**config.mk**
```make
export PLATFORM = sky130hd
export DESIGN_NAME = slave_serial_loader
export DESIGN_NICKNAME = d
export VERILOG_FILES = /design/src/rtl/ssl_pkg.sv /design/src/rtl/ssl_tick.sv /design/src/rtl/ssl_sync.sv /design/src/rtl/ssl_shift.sv /design/src/rtl/ssl_ctrl.sv /design/src/rtl/slave_serial_loader.sv
export SDC_FILE = /design/constraint.sdc
export NUM_CORES = 1
export LEC_CHECK = 0
export BUFFER_PORTS_ARGS = -buffer_cell sky130_fd_sc_hd__buf_4
export CAP_MARGIN = 0
export CORE_UTILIZATION = 40
export DETAILED_ROUTE_END_ITERATION = 6
export HOLD_SLACK_MARGIN = 0.08
export RECOVER_POWER = 100
export SKIP_LAST_GASP = 1
export SLEW_MARGIN = 20
export SYNTH_ARGS = -nofsm -noshare
export SYNTH_HDL_FRONTEND = slang
export SYNTH_SLANG_ARGS = --single-unit
```
**constraint.sdc**
```tcl
create_clock -name clk -period 5.3 [get_ports clk]
set_input_delay 1.06 -clock clk [delete_from_list [all_inputs] [get_ports clk]]
set_output_delay 1.06 -clock clk [all_outputs]
set_load 0.05 [all_outputs]
```
**src/rtl/ssl_pkg.sv**
```systemverilog
package ssl_pkg;

  // Pin positions on the parallel port.
  localparam int PIN_CCLK  = 0;
  localparam int PIN_PROG  = 1;
  localparam int PIN_KA    = 2;
  localparam int PIN_KB    = 3;
  localparam int PIN_SENSE = 5;
  localparam int PIN_DIN   = 6;
  localparam int PIN_KH    = 7;
  localparam int PORT_W    = 8;

  localparam logic [PORT_W-1:0] DIR_MASK = ~(PORT_W'(1) << PIN_SENSE);

  // Sequence lengths.
  localparam int KILL_LEN    = 8;
  localparam int KILL_ROUNDS = 2;
  localparam int PULSE_LEN   = 10;
  localparam int PULSE_FIRST = 1;
  localparam int PULSE_LAST  = 2;

  typedef enum logic [2:0] {
    PH_IDLE,
    PH_KILL,
    PH_PULSE,
    PH_POLL,
    PH_SHIFT
  } phase_t;

  // Stop pattern: hold line always high, first and odd slots use line A, other even slots use line B.
  function automatic logic [PORT_W-1:0] kill_word(input logic [2:0] idx);
    logic [PORT_W-1:0] w;
    w = '0;
    w[PIN_KH] = 1'b1;
    if (idx != 3'd0 && !idx[0]) w[PIN_KB] = 1'b1;
    else                        w[PIN_KA] = 1'b1;
    return w;
  endfunction

  // Program pulse: clock idles high, program line raised in a short window.
  function automatic logic [PORT_W-1:0] pulse_word(input int idx);
    logic [PORT_W-1:0] w;
    w = '0;
    w[PIN_CCLK] = 1'b1;
    if (idx >= PULSE_FIRST && idx <= PULSE_LAST) w[PIN_PROG] = 1'b1;
    return w;
  endfunction

  function automatic logic [PORT_W-1:0] bit_word(input logic d, input logic clk_hi);
    logic [PORT_W-1:0] w;
    w = '0;
    w[PIN_DIN]  = d;
    w[PIN_CCLK] = clk_hi;
    return w;
  endfunction

endpackage

```
**src/rtl/ssl_tick.sv**
```systemverilog
module ssl_tick #(
  parameter int DIV = 67
) (
  input  logic clk,
  input  logic rst_n,
  input  logic run,
  output logic tick
);
  localparam int CW = (DIV > 1) ? $clog2(DIV) : 1;
  localparam logic [CW-1:0] LAST = CW'(DIV - 1);

  logic [CW-1:0] cnt;

  always_ff @(posedge clk or negedge rst_n) begin
    if (!rst_n)                     cnt <= '0;
    else if (!run || cnt == LAST)   cnt <= '0;
    else                            cnt <= cnt + 1'b1;
  end

  assign tick = run && (cnt == LAST);

  generate
    if (DIV > 1) begin : g_gap
      AST_TICK_GAP: assert property (@(posedge clk) disable iff (!rst_n)
        tick |=> !tick);
    end
  endgenerate

  AST_CNT_RANGE: assert property (@(posedge clk) disable iff (!rst_n)
    cnt <= LAST);

endmodule

```
**src/rtl/ssl_sync.sv**
```systemverilog
module ssl_sync #(
  parameter int STAGES = 2
) (
  input  logic clk,
  input  logic rst_n,
  input  logic d,
  output logic q
);
  logic [STAGES-1:0] chain;

  always_ff @(posedge clk or negedge rst_n) begin
    if (!rst_n) chain <= '0;
    else        chain <= {chain[STAGES-2:0], d};
  end

  assign q = chain[STAGES-1];

endmodule

```
**src/rtl/ssl_shift.sv**
```systemverilog
module ssl_shift
  import ssl_pkg::*;
#(
  parameter int DATA_W = 8
) (
  input  logic              clk,
  input  logic              rst_n,
  input  logic              clear,
  input  logic              enable,
  input  logic              step,
  input  logic              s_valid,
  input  logic [DATA_W-1:0] s_data,
  input  logic              s_last,
  output logic              s_ready,
  output logic [PORT_W-1:0] word,
  output logic              fire,
  output logic              finished
);
  localparam int NB_W = $clog2(DATA_W);
  localparam logic [NB_W-1:0] NB_LAST = NB_W'(DATA_W - 1);

  logic [DATA_W-1:0] sh;
  logic [NB_W-1:0]   nbit;
  logic              hold;
  logic              second;
  logic              last_q;

  assign s_ready = enable && !hold && !finished;
  assign word    = bit_word(sh[DATA_W-1], !second);
  assign fire    = step && hold;

  always_ff @(posedge clk or negedge rst_n) begin
    if (!rst_n) begin
      sh       <= '0;
      nbit     <= '0;
      hold     <= 1'b0;
      second   <= 1'b0;
      last_q   <= 1'b0;
      finished <= 1'b0;
    end else if (clear) begin
      nbit     <= '0;
      hold     <= 1'b0;
      second   <= 1'b0;
      last_q   <= 1'b0;
      finished <= 1'b0;
    end else if (s_valid && s_ready) begin
      sh     <= s_data;
      hold   <= 1'b1;
      second <= 1'b0;
      nbit   <= '0;
      last_q <= s_last;
    end else if (fire) begin
      second <= !second;
      if (second) begin
        sh   <= sh << 1;
        nbit <= nbit + 1'b1;
        if (nbit == NB_LAST) begin
          hold     <= 1'b0;
          finished <= last_q;
        end
      end
    end
  end

  AST_SRC_HOLD: assert property (@(posedge clk) disable iff (!rst_n)
    (enable && s_valid && !s_ready && !finished) |=> (s_valid && $stable(s_data) && $stable(s_last)));

  AST_WORD_ON_STEP: assert property (@(posedge clk) disable iff (!rst_n)
    (hold && !step && !clear) |=> ($stable(sh) && $stable(second)));

endmodule

```
**src/rtl/ssl_ctrl.sv**
```systemverilog
module ssl_ctrl
  import ssl_pkg::*;
#(
  parameter int INIT_TRIES = 10,
  parameter int INIT_WAIT  = 7500
) (
  input  logic              clk,
  input  logic              rst_n,
  input  logic              start,
  input  logic              tick,
  input  logic              sense_ok,
  input  logic [PORT_W-1:0] shift_word,
  input  logic              shift_fire,
  input  logic              shift_finished,
  output logic              busy,
  output logic              done,
  output logic              error,
  output logic              shift_en,
  output logic              shift_clear,
  output logic [PORT_W-1:0] pin_out
);
  localparam int KILL_WORDS = KILL_LEN * KILL_ROUNDS;
  localparam int IDX_MAX    = (KILL_WORDS > PULSE_LEN) ? KILL_WORDS : PULSE_LEN;
  localparam int IDX_W      = $clog2(IDX_MAX);
  localparam int TRY_W      = (INIT_TRIES > 1) ? $clog2(INIT_TRIES) : 1;
  localparam int WAIT_W     = $clog2(INIT_WAIT + 1);

  localparam logic [IDX_W-1:0]  KILL_END  = IDX_W'(KILL_WORDS - 1);
  localparam logic [IDX_W-1:0]  PULSE_END = IDX_W'(PULSE_LEN - 1);
  localparam logic [TRY_W-1:0]  TRY_END   = TRY_W'(INIT_TRIES - 1);
  localparam logic [WAIT_W-1:0] WAIT_LOAD = WAIT_W'(INIT_WAIT);

  phase_t            ph;
  logic [IDX_W-1:0]  idx;
  logic [TRY_W-1:0]  tries;
  logic [WAIT_W-1:0] wait_cnt;

  assign busy        = (ph != PH_IDLE);
  assign shift_en    = (ph == PH_SHIFT);
  assign shift_clear = (ph == PH_IDLE) && start;

  always_ff @(posedge clk or negedge rst_n) begin
    if (!rst_n) begin
      ph       <= PH_IDLE;
      idx      <= '0;
      tries    <= '0;
      wait_cnt <= '0;
      done     <= 1'b0;
      error    <= 1'b0;
      pin_out  <= '0;
    end else begin
      case (ph)
        PH_IDLE: begin
          if (start) begin
            ph    <= PH_KILL;
            idx   <= '0;
            done  <= 1'b0;
            error <= 1'b0;
          end
        end
        PH_KILL: begin
          if (tick) begin
            pin_out <= kill_word(idx[2:0]);
            if (idx == KILL_END) begin
              ph  <= PH_PULSE;
              idx <= '0;
            end else begin
              idx <= idx + 1'b1;
            end
          end
        end
        PH_PULSE: begin
          if (tick) begin
            pin_out <= pulse_word(int'(idx));
            if (idx == PULSE_END) begin
              ph       <= PH_POLL;
              idx      <= '0;
              tries    <= '0;
              wait_cnt <= '0;
            end else begin
              idx <= idx + 1'b1;
            end
          end
        end
        PH_POLL: begin
          if (tick) begin
            if (wait_cnt != '0) begin
              wait_cnt <= wait_cnt - 1'b1;
            end else if (sense_ok) begin
              ph <= PH_SHIFT;
            end else if (tries == TRY_END) begin
              ph      <= PH_IDLE;
              error   <= 1'b1;
              pin_out <= '0;
            end else begin
              tries    <= tries + 1'b1;
              wait_cnt <= WAIT_LOAD;
            end
          end
        end
        PH_SHIFT: begin
          if (tick) begin
            if (shift_fire) begin
              pin_out <= shift_word;
            end else if (shift_finished) begin
              ph      <= PH_IDLE;
              done    <= 1'b1;
              pin_out <= '0;
            end
          end
        end
        default: ph <= PH_IDLE;
      endcase
    end
  end

  AST_IDLE_PORT_LOW: assert property (@(posedge clk) disable iff (!rst_n)
    !busy |-> (pin_out == '0));

  AST_FLAGS_EXCLUSIVE: assert property (@(posedge clk) disable iff (!rst_n)
    !(done && error));

  AST_RUN_CLEARS_FLAGS: assert property (@(posedge clk) disable iff (!rst_n)
    busy |-> (!done && !error));

  AST_START_IGNORED: assert property (@(posedge clk) disable iff (!rst_n)
    (busy && start && !tick) |=> (busy && $stable(pin_out)));

  AST_TRY_LIMIT: assert property (@(posedge clk) disable iff (!rst_n)
    (ph == PH_POLL) |-> (tries <= TRY_END));

endmodule

```
**src/rtl/slave_serial_loader.sv**
```systemverilog
module slave_serial_loader
  import ssl_pkg::*;
#(
  parameter int CLK_DIV     = 67,
  parameter int INIT_TRIES  = 10,
  parameter int INIT_WAIT   = 7500,
  parameter int SYNC_STAGES = 2
) (
  input  logic       clk,
  input  logic       rst_n,
  input  logic       start,
  input  logic       init_in,
  input  logic       s_valid,
  input  logic [7:0] s_data,
  input  logic       s_last,
  output logic       s_ready,
  output logic [7:0] pin_out,
  output logic [7:0] pin_dir,
  output logic       busy,
  output logic       done,
  output logic       error
);
  logic              tick;
  logic              sense_ok;
  logic              shift_en;
  logic              shift_clear;
  logic              shift_fire;
  logic              shift_finished;
  logic [PORT_W-1:0] shift_word;

  ssl_tick #(.DIV(CLK_DIV)) u_tick (
    .clk  (clk),
    .rst_n(rst_n),
    .run  (busy),
    .tick (tick)
  );

  ssl_sync #(.STAGES(SYNC_STAGES)) u_sync (
    .clk  (clk),
    .rst_n(rst_n),
    .d    (init_in),
    .q    (sense_ok)
  );

  ssl_shift #(.DATA_W(8)) u_shift (
    .clk     (clk),
    .rst_n   (rst_n),
    .clear   (shift_clear),
    .enable  (shift_en),
    .step    (tick),
    .s_valid (s_valid),
    .s_data  (s_data),
    .s_last  (s_last),
    .s_ready (s_ready),
    .word    (shift_word),
    .fire    (shift_fire),
    .finished(shift_finished)
  );

  ssl_ctrl #(.INIT_TRIES(INIT_TRIES), .INIT_WAIT(INIT_WAIT)) u_ctrl (
    .clk           (clk),
    .rst_n         (rst_n),
    .start         (start),
    .tick          (tick),
    .sense_ok      (sense_ok),
    .shift_word    (shift_word),
    .shift_fire    (shift_fire),
    .shift_finished(shift_finished),
    .busy          (busy),
    .done          (done),
    .error         (error),
    .shift_en      (shift_en),
    .shift_clear   (shift_clear),
    .pin_out       (pin_out)
  );

  assign pin_dir = busy ? DIR_MASK : '0;

  AST_PORT_ON_TICK: assert property (@(posedge clk) disable iff (!rst_n)
    !tick |=> $stable(pin_out));

  AST_SENSE_PIN_LOW: assert property (@(posedge clk) disable iff (!rst_n)
    pin_out[PIN_SENSE] == 1'b0);

  AST_READY_IN_RUN: assert property (@(posedge clk) disable iff (!rst_n)
    s_ready |-> busy);

endmodule

```
==> flow_summary.ini, run 1 <==
[route]
drtIter0Drc = 116
vias = 2420
wirelength_um = 6400
wl_per_cell_um = 14.2
first_pass_iters = 4
route.detailed.drc = 0
viasPerCell = 5.35
ant_nets = 0

[logic_synthesis]
avgSynthCellArea_sq_um = 9.25
netlist_area_sq_um = 3110
synthFlopType = dfrtp_1
synthCells = 336
synthArstFlopShare = 1.00
synth_edf_count = 0
ys_seq_elements = 56
ys_seq_area_frac = 0.451
yosys_warnings = 0
ys_types = 56

[floorplanning]
die-area_sq_um = 8130
ios = 34
die_w_um = 90.1
fp.dieH_um = 90.1
fp.coreArea_sq_um = 7370
rows = 31
initial_utilization = 0.422

[grt]
grtUsageTotal = 0.163
grt_antenna_before_repair = 0
grt_max_degree = 57
grt_pass1_vias = 2219
grt_pass1_wl_um = 10700
gr-total-overflow = 0

[clock_tree]
holdBufCountCts = 0
ctsResizeCount = 0
numCtsBuffers = 5
path_clk_slew_ns = 0.10
insertion_delay_ns = 0.31
clockBufferDepth = 2
cts_sinks = 56
cts_root_buf = clkbuf_8
tritoncts = done
postCtsSetupRepairBufs = 0
h-tree-depth = 2

[worst_setup_path]
rr_worst_depth = 7
critPathSlowestCell = nor3b_1
r2r_end = u_ctrl.wait_cnt[9]$_DFFE_PN0P_
reg2reg_slack_ns = 2.08
critPathLaunchType = flop
worstPathArrival_ns = 2.53
end_kind = output port
cp_max_fo = 18
cp.buffers_inverters = 1
crit_family = simple AND/OR/NAND/NOR gates
path_cells = nor3b_1 > nor3b_1 > clkbuf_1
cp_common_cell = nor3b_1
path_class = flop to output port
path_depth = 3
crit_required_ns = 4.24
max_stage_delay_ns = 0.59
startpoint = u_ctrl.ph[0]$_DFFE_PN0P_
rr_startpoint = u_ctrl.wait_cnt[0]$_DFFE_PN0P_
endpoint = s_ready

[power]
power_frac_comb = 0.366
p_int_mw = 0.882
p_sw_frac = 0.421
pwr-share-seq = 0.382
peakVddDrop_v = 0.000399
p_per_area_nw_per_um2 = 447
p_switching_mw = 0.643
clockPowerShare = 0.251
p_leak_nw = 1.55

[timing]
setup_viol = 0
fin_crit_sh = 0.677
fin_crit_ns = 3.59
skew_ns = 0.0104
finalHoldViolCount = 0
hold_slack_ns = 0.357
fmax_ghz = 0.279
tns_ns = 0
slew_headroom = -1.03
rsz0062_at_grt = false
drv_slew = 57
worst_pin_slew_ns = 3.05

[layout]
insertedDiodeCount = 0
area_growth_pct = 9.70
final_nets = 377
fin_area_sq_um = 3410
drive_gt1_frac = 0.0737

[run_status]
violations = max-capacitance violations, max-slew violations
status = complete, but fails checks

[job]
max_cap_violations = 2

[placed_design]
hpwl_um = 4590
gp_congestion = 0.881
place_area_sq_um = 3330
portBuffers = 30

[hold_path]
min_path_type = flop to flop
worst reg2reg max path, stage by stage (launching register included):
cell	delay (ns)
dfrtp_1	0.43
inv_1	0.07
ha_1	0.20
nor4b_1	0.37
nand4_1	0.36
o31ai_1	1.29
o21ai_0	0.25
a21oi_1	0.18
layout by cell type (no fill, tap or decap), drive strengths merged, types with 4 or more instances in the layout:
cell type / synthesis / layout
nand2: 33 / 33
nand3: 11 / 11
mux2i: 10 / 10
or3: 6 / 6
nor3: 6 / 6
o211ai: 4 / 4
xor2: 5 / 5
buf: 17 / 11
mux2: 5 / 5
nor4: 4 / 4
ha: 11 / 11
inv: 14 / 14
and3: 4 / 4
a21oi: 15 / 15
nor2b: 5 / 5
nand2b: 4 / 4
nand4: 5 / 5
clkbuf: 6 / 24
dfrtp: 56 / 56
o21ai: 31 / 31
a31oi: 6 / 6
o31ai: 7 / 7
nor2: 34 / 34
Yosys cell counts (all sizes together), types with 5 or more instances:
cell | count | share of area
mux2 | 5 | 0.018
nor2b | 5 | 0.010
buf | 17 | 0.035
or3 | 6 | 0.012
clkbuf | 6 | 0.0072
nor2 | 34 | 0.042
a21oi | 15 | 0.024
inv | 14 | 0.017
o21ai | 31 | 0.050
nand2 | 33 | 0.040
nand4 | 5 | 0.010
dfrtp | 56 | 0.45
a31oi | 6 | 0.012
mux2i | 10 | 0.032
xor2 | 5 | 0.014
nand3 | 11 | 0.018
nor3 | 6 | 0.0097
o31ai | 7 | 0.019
ha | 11 | 0.044
worst min path at each step:
| stage | startpoint | end | cells after the start |
|---|---|---|---|
| after floorplan | u_sync.chain[0]$_DFF_PN0_ | u_sync.chain[1]$_DFF_PN0_ | 0 |
| after global placement | u_sync.chain[0]$_DFF_PN0_ | u_sync.chain[1]$_DFF_PN0_ | 0 |
| after detailed placement | u_sync.chain[0]$_DFF_PN0_ | u_sync.chain[1]$_DFF_PN0_ | 0 |
| after CTS | u_sync.chain[0]$_DFF_PN0_ | u_sync.chain[1]$_DFF_PN0_ | 0 |
| after global routing | u_sync.chain[0]$_DFF_PN0_ | u_sync.chain[1]$_DFF_PN0_ | 0 |
| final | u_sync.chain[0]$_DFF_PN0_ | u_sync.chain[1]$_DFF_PN0_ | 0 |
metrics by stage:
step / utilization / std cells / setup slack, ns / total power, mW
floorplan: - / 338 / 2.16 / 1.09
global placement: 0.452 / 444 / 2.53 / 1.19
CTS: 0.474 / 452 / 2.13 / 1.59
finish: 0.463 / 452 / 1.71 / 1.52
global route: 0.463 / 452 / 1.20 / 1.62
detailed placement: 0.452 / 444 / 2.46 / 1.20
cell type report:
cell class	count	area [sq um]
clock buffers	5	68.8
well taps	99	124
flip-flops and latches	56	1400
fillers	747	3960
multi-input cells	245	1520
repair buffers	30	158
clock inverters	3	90.1
inverters	14	52.6
power by group through the flow:
| stage | Sequential [mW] | Clock, mW | Combinational, mW |
|---|---|---|---|
| 4_1_cts | 0.583 | 0.391 | 0.611 |
| 5_1_grt | 0.595 | 0.405 | 0.616 |
| 2_1_floorplan | 0.543 | 0 | 0.550 |
| 3_3_place_gp | 0.590 | 0 | 0.605 |
| 6_report | 0.583 | 0.383 | 0.558 |
| 3_5_place_dp | 0.593 | 0 | 0.608 |
routing by layer:
layer  global-route usage  wire length [um]  vias to the layer above
met4               0.0444                71                        0
met2                0.256              2940                       37
met1                0.233              3200                     1158
li1                     -                 -                     1219
met3               0.0262               178                        6
met5                    0                 0                        -
registers in the layout (all words and copies together) (netlist names):
| signal | count |
|---|---|
| u_ctrl.done | 1 |
| u_ctrl.idx | 4 |
| u_shift.nbit | 3 |
| u_ctrl.pin_out | 6 |
| u_tick.cnt | 7 |
| u_shift.finished | 1 |
| u_sync.chain | 2 |
| u_ctrl.wait_cnt | 13 |
| u_shift.last_q | 1 |
| u_ctrl.error | 1 |
| u_shift.second | 1 |
| u_ctrl.tries | 4 |
| u_ctrl.ph | 3 |
| u_shift.hold | 1 |
| u_shift.sh | 8 |
kinds of logic after synthesis:
| family | after synthesis | share of synthesized area |
|---|---|---|
| mux | 15 | 0.0503 |
| simple gates | 126 | 0.201 |
| other cells | 1 | 0.00121 |
| compound gates | 83 | 0.174 |
| buf+inv | 37 | 0.0588 |
| flops | 56 | 0.451 |
| fa+ha+maj | 11 | 0.0443 |
| xor+xnor | 7 | 0.0197 |
Power figures use the tool's default switching activity.
==> run 2, diff against run 1 <==
--- a/config.mk
+++ b/config.mk
@@ -5,6 +5,7 @@
 export SDC_FILE = /design/constraint.sdc
 export NUM_CORES = 1
 export LEC_CHECK = 0
+export ABC_AREA = 1
 export BUFFER_PORTS_ARGS = -buffer_cell sky130_fd_sc_hd__buf_4
 export CAP_MARGIN = 0
 export CORE_UTILIZATION = 40
==> constraint.sdc (replaced) <==
create_clock -name clk -period 3 [get_ports clk]
set_input_delay 0.6 -clock clk [delete_from_list [all_inputs] [get_ports clk]]
set_output_delay 0.6 -clock clk [all_outputs]
set_load 0.05 [all_outputs]
==> run 2 against run 1 <==
Compared with the run above: the run now ends clean; non-clock buffer count did not move; synthesized cell count rose by 35%; first-iteration DRC count rose by 28%.
==> flow_summary.ini, run 2 <==
[run_status]
status = finished clean

[clock_tree]
insertion_delay_ns = 0.31
holdBufCountCts = 0
h-tree-depth = 2
numCtsBuffers = 5
clockBufferDepth = 2
cts_sinks = 56
path_clk_slew_ns = 0.10
postCtsSetupRepairBufs = 0
cts_root_buf = clkbuf_8
ctsResizeCount = 0
tritoncts = done

[route]
drtIter0Drc = 148
ant_nets = 0
vias = 2958
wl_per_cell_um = 12.5
viasPerCell = 5.09
wirelength_um = 7240
first_pass_iters = 4
route.detailed.drc = 0

[logic_synthesis]
synth.top_cell.area_share = 0.400
ys_types = 43
synth_edf_count = 0
avgSynthCellArea_sq_um = 7.73
synthArstFlopShare = 1.00
synth_most_common_cell = nand2_1
synthTopCellsByCount = nand2_1 (115), dfrtp_1 (56), nand3_1 (52)
netlist_area_sq_um = 3500
synthCells = 453
ys_seq_elements = 56
synthFlopType = dfrtp_1
yosys-top-cells-area = dfrtp_1 (40%), nand2_1 (12%), nand3_1 (7.4%)
ys_seq_area_frac = 0.400
yosysTopAreaCell = dfrtp_1
yosys_warnings = 0

[worst_setup_path]
rr_worst_depth = 8
rr_startpoint = u_ctrl.ph[2]$_DFFE_PN0P_
critPathSlowestCell = dfrtp_1
end_kind = output port
crit_family = buffers and inverters
path_cells = inv_1 > nand2_2 > nor2_2 > clkinvlp_2 > clkbuf_2
cp_max_fo = 13
startpoint = u_ctrl.ph[0]$_DFFE_PN0P_
path_class = flop to output port
r2r_end = u_ctrl.tries[3]$_DFFE_PN0P_
critPathLaunchType = flop
worstPathArrival_ns = 1.94
cp.buffers_inverters = 3
reg2reg_slack_ns = 0.63
max_stage_delay_ns = 0.45
crit_required_ns = 2.40

[grt]
grt_max_degree = 57
grt_pass1_vias = 2735
gr-total-overflow = 0
grtUsageTotal = 0.174
grt_antenna_before_repair = 0
grt_pass1_wl_um = 12400

[hold_path]
min_from = u_sync.chain[0]$_DFF_PN0_
min_to = u_sync.chain[1]$_DFF_PN0_
min_path_type = flop to flop
whs_path_depth = 0

[layout]
regMostFlops = u_ctrl.wait_cnt
insertedDiodeCount = 0
layoutNonFillerInstCount = 581
final_nets = 500
largestRegisters = u_ctrl.wait_cnt (13), u_shift.sh (8), u_tick.cnt (7)
layout_common_cells = nand2_1 (119), dfrtp_1 (56), nand3_1 (54)
area_growth_pct = 6.01
n_fill_cell = 874
drive_gt1_frac = 0.124
largest_reg_flops = 13
final_common_cell = nand2_1

[floorplanning]
die_w_um = 95.5
initial_utilization = 0.420
fp.dieH_um = 95.5
fp.coreArea_sq_um = 8340
rows = 33
ios = 34
die-area_sq_um = 9130

[power]
peakVddDrop_v = 0.000388
p_per_area_nw_per_um2 = 1060
p_leak_nw = 1.87
total_power_mw = 3.95

[timing]
fin_crit_ns = 2.54
slew_headroom = 0.0804
finalHoldViolCount = 0
drv_slew = 0
fmax_ghz = 0.394
rsz0062_at_grt = false
fin_crit_sh = 0.845
skew_ns = 0.00433
tns_ns = 0
worst_pin_slew_ns = 1.38
setup_viol = 0

[job]
max_cap_violations = 0

[placed_design]
dp_cells = 573
gp_congestion = 0.974
hpwl_um = 5450
portBuffers = 30
-- run 2: cell count changes after synthesis, moves of 9 or more --
| cell | before | now |
|---|---|---|
| inv_1 | 14 | 39 |
| nand2_1 | 33 | 115 |
| nor2_1 | 33 | 44 |
| nand3_1 | 11 | 52 |
| mux2i_1 | 10 | 1 |
| nand2_2 | 0 | 10 |
-- run 2: cell type report --
class | instances | area [sq um] | area share
Multi-Input combinational cell | 335 | 1740 | 0.468
Sequential cell | 56 | 1400 | 0.378
Inverter | 47 | 180 | 0.0486
Timing Repair Buffer | 30 | 173 | 0.0465
Tap cell | 105 | 131 | 0.0354
Clock buffer | 6 | 72.6 | 0.0196
Clock inverter | 2 | 16.3 | 0.00438
-- run 2: worst register-to-register path: stages (launching register included) --
cell and delay (ns):
dfrtp_1 0.47, inv_1 0.19, nand3_1 0.42, nand2_1 0.34, o21ai_0 0.11, o21ai_0 0.34
nand3_1 0.23, nand2_1 0.10, nand2_1 0.06
-- run 2: how the worst max path moves through the flow --
stage               slack [ns]                        end  cells after the start
CTS                       0.61                    s_ready                      6
floorplan                 1.03                 pin_dir[0]                      5
finish                    0.46                 pin_dir[1]                      5
global route              0.29                 pin_dir[1]                      5
detailed placement        0.96  u_shift.sh[5]$_DFFE_PN0P_                      9
global placement          1.01                    s_ready                      6
-- run 2: per-stage QoR --
step / util / hold slack (ns) / area, sq um / setup slack, ns
floorplan: - / 0.304 / 3510 / 1.03
global placement: 0.447 / 0.345 / 3730 / 1.01
detailed placement: 0.447 / 0.348 / 3730 / 0.963
CTS: 0.458 / 0.361 / 3820 / 0.610
global route: 0.445 / 0.390 / 3710 / 0.290
finish: 0.445 / 0.370 / 3710 / 0.464
-- run 2: logic make-up (layout without fill, tap and decap cells) --
group	after synthesis	in the layout	synth area share
mux	1	1	0.00286
simple gates	267	267	0.366
fa+ha+maj	11	11	0.0393
xor+xnor	5	5	0.0125
flops	56	56	0.400
other cells	1	3	0.00107
buf+inv	64	85	0.0897
compound gates	48	48	0.0880
-- run 2: report_power, final --
| group | switching, mW | internal [mW] |
|---|---|---|
| sequential | 0.184 | 0.947 |
| clock | 0.249 | 0.167 |
| combinational | 1.72 | 0.677 |
-- run 2: routing by layer --
metal  GRT usage  wire length (um)  share of wire
met5           0                 0              0
met4      0.0697               189          0.026
met3      0.0303               220          0.030
met2       0.286              3370           0.47
met1       0.227              3460           0.48
==> run 3, diff against run 2 <==
==> constraint.sdc (replaced) <==
create_clock -name clk -period 2.3 [get_ports clk]
set_input_delay 0.46 -clock clk [delete_from_list [all_inputs] [get_ports clk]]
set_output_delay 0.46 -clock clk [all_outputs]
set_load 0.05 [all_outputs]
==> run 3 against run 2 <==
Compared with the run above: global-route usage grew 0.065 points; sequential share of layout area shrank 0.92 points; clock skew grew 0.0074 ns; combinational power grew 36%.
==> flow_summary.ini, run 3 (synthesis gave the netlist of run 2 again) <==
[route]
route.detailed.drc = 0
wirelength_um = 7250
drtIter0Drc = 114
vias = 2922
viasPerCell = 4.99
wl_per_cell_um = 12.4
ant_nets = 0
first_pass_iters = 4

[layout]
largestRegisters = u_ctrl.wait_cnt (13), u_shift.sh (8), u_tick.cnt (7)
insertedDiodeCount = 0
layout_common_cells = nand2_1 (118), dfrtp_1 (55), nand3_1 (54)
final_nets = 505
drive_gt1_frac = 0.154
final_common_cell = nand2_1
regMostFlops = u_ctrl.wait_cnt
area_growth_pct = 8.76
layoutNonFillerInstCount = 586
largest_reg_flops = 13

[grt]
grt_max_degree = 57
grt_antenna_before_repair = 0
grt_pass1_wl_um = 12500
grtUsageTotal = 0.175
grt_pass1_vias = 2728
gr-total-overflow = 0

[placed_design]
dp_cells = 576
portBuffers = 30
hpwl_um = 5400
gp_congestion = 0.917

[floorplanning]
fp.dieH_um = 95.5
ios = 34
die-area_sq_um = 9130
initial_utilization = 0.420
die_w_um = 95.5
rows = 33
fp.coreArea_sq_um = 8340

[timing]
tns_ns = 0
finalHoldViolCount = 0
slew_headroom = 0.0602
skew_ns = 0.0117
fin_crit_sh = 0.930
fin_crit_ns = 2.14
setup_viol = 0
fmax_ghz = 0.468
hold_slack_ns = 0.262
drv_slew = 0
rsz0062_at_grt = false
worst_pin_slew_ns = 1.41

[clock_tree]
insertion_delay_ns = 0.32
clockBufferDepth = 2
numCtsBuffers = 5
cts_root_buf = clkbuf_8
path_clk_slew_ns = 0.11
cts_sinks = 56
h-tree-depth = 2
tritoncts = done
holdBufCountCts = 0

[power]
total_power_mw = 5.32
peakVddDrop_v = 0.000519
p_per_area_nw_per_um2 = 1400
p_leak_nw = 1.92

[worst_setup_path]
rr_startpoint = u_ctrl.ph[1]$_DFFE_PN0P_
cp_max_fo = 8
worstPathArrival_ns = 1.68
critPathLaunchType = flop
path_cells = nor2_2 > nand2_2 > inv_2 > nand2_2 > nor2_4 > buf_6
reg2reg_slack_ns = 0.20
end_kind = output port
max_stage_delay_ns = 0.48
cp_common_cell = nand2_2
critPathSlowestCell = dfrtp_2
path_class = flop to output port
startpoint = u_ctrl.ph[1]$_DFFE_PN0P_
crit_required_ns = 1.84

[hold_path]
min_path_type = input port to flop
min_from = init_in

[job]
max_cap_violations = 0

[run_status]
status = finished clean
[run 3: cell types whose count changed in the layout (fill, tap and decap cells not counted), sizes merged]
| cell | change |
|---|---|
| buf | +11 |
| inv | +2 |
| clkinvlp | -1 |
| clkbuf | -7 |
[run 3: final cells by class]
class,instances,area (sq um)
fillers,855,4530
clock buffers,5,68.8
repair buffers,35,231
inverters,47,178
multi-input cells,335,1770
clock inverters,3,21.3
flip-flops and latches,56,1400
well taps,105,131
[run 3: worst paths after layout]
kind	depth (start not counted)	to
setup reg to reg	10	u_shift.sh[5]$_DFFE_PN0P_
max in group asynchronous	1	u_ctrl.ph[1]$_DFFE_PN0P_
min in group asynchronous	1	u_tick.cnt[2]$_DFF_PN0_
hold / removal	1	u_sync.chain[0]$_DFF_PN0_
setup / recovery	6	s_ready
hold reg to reg	0	u_sync.chain[1]$_DFF_PN0_
[run 3: power by group]
group | internal, mW | switching (mW) | leakage [nW]
logic | 1.00 | 2.28 | 1.13
registers | 1.24 | 0.249 | 0.749
clock network | 0.217 | 0.340 | 0.0445
[run 3: stage by stage]
step | util | worst slack [ns] | cell area, sq um
after floorplan | - | 0.472 | 3510
after global placement | 0.450 | 0.266 | 3750
after detailed placement | 0.450 | 0.250 | 3750
after CTS | 0.461 | 0.0154 | 3840
after global routing | 0.456 | 0.0249 | 3810
final | 0.456 | 0.161 | 3810
[run 3: metal layers]
layer / up-vias / track usage / share of wire
li1: 1517 / - / -
met1: 1348 / 0.232 / 0.48
met2: 46 / 0.288 / 0.47
met3: 11 / 0.0287 / 0.028
met4: 0 / 0.0572 / 0.017
met5: - / 0 / 0
[run 3: critical path: cells and delay by family (launching register included)]
family | cells | cell delay [ns]
buf+inv | 2 | 0.30
flops | 1 | 0.48
simple gates | 4 | 0.58
[run 3: what timing repair did]
item                                    CTS  global route
gates resized for setup                   0             3
endpoints found under the setup margin    0             1
setup buffers                             0             2
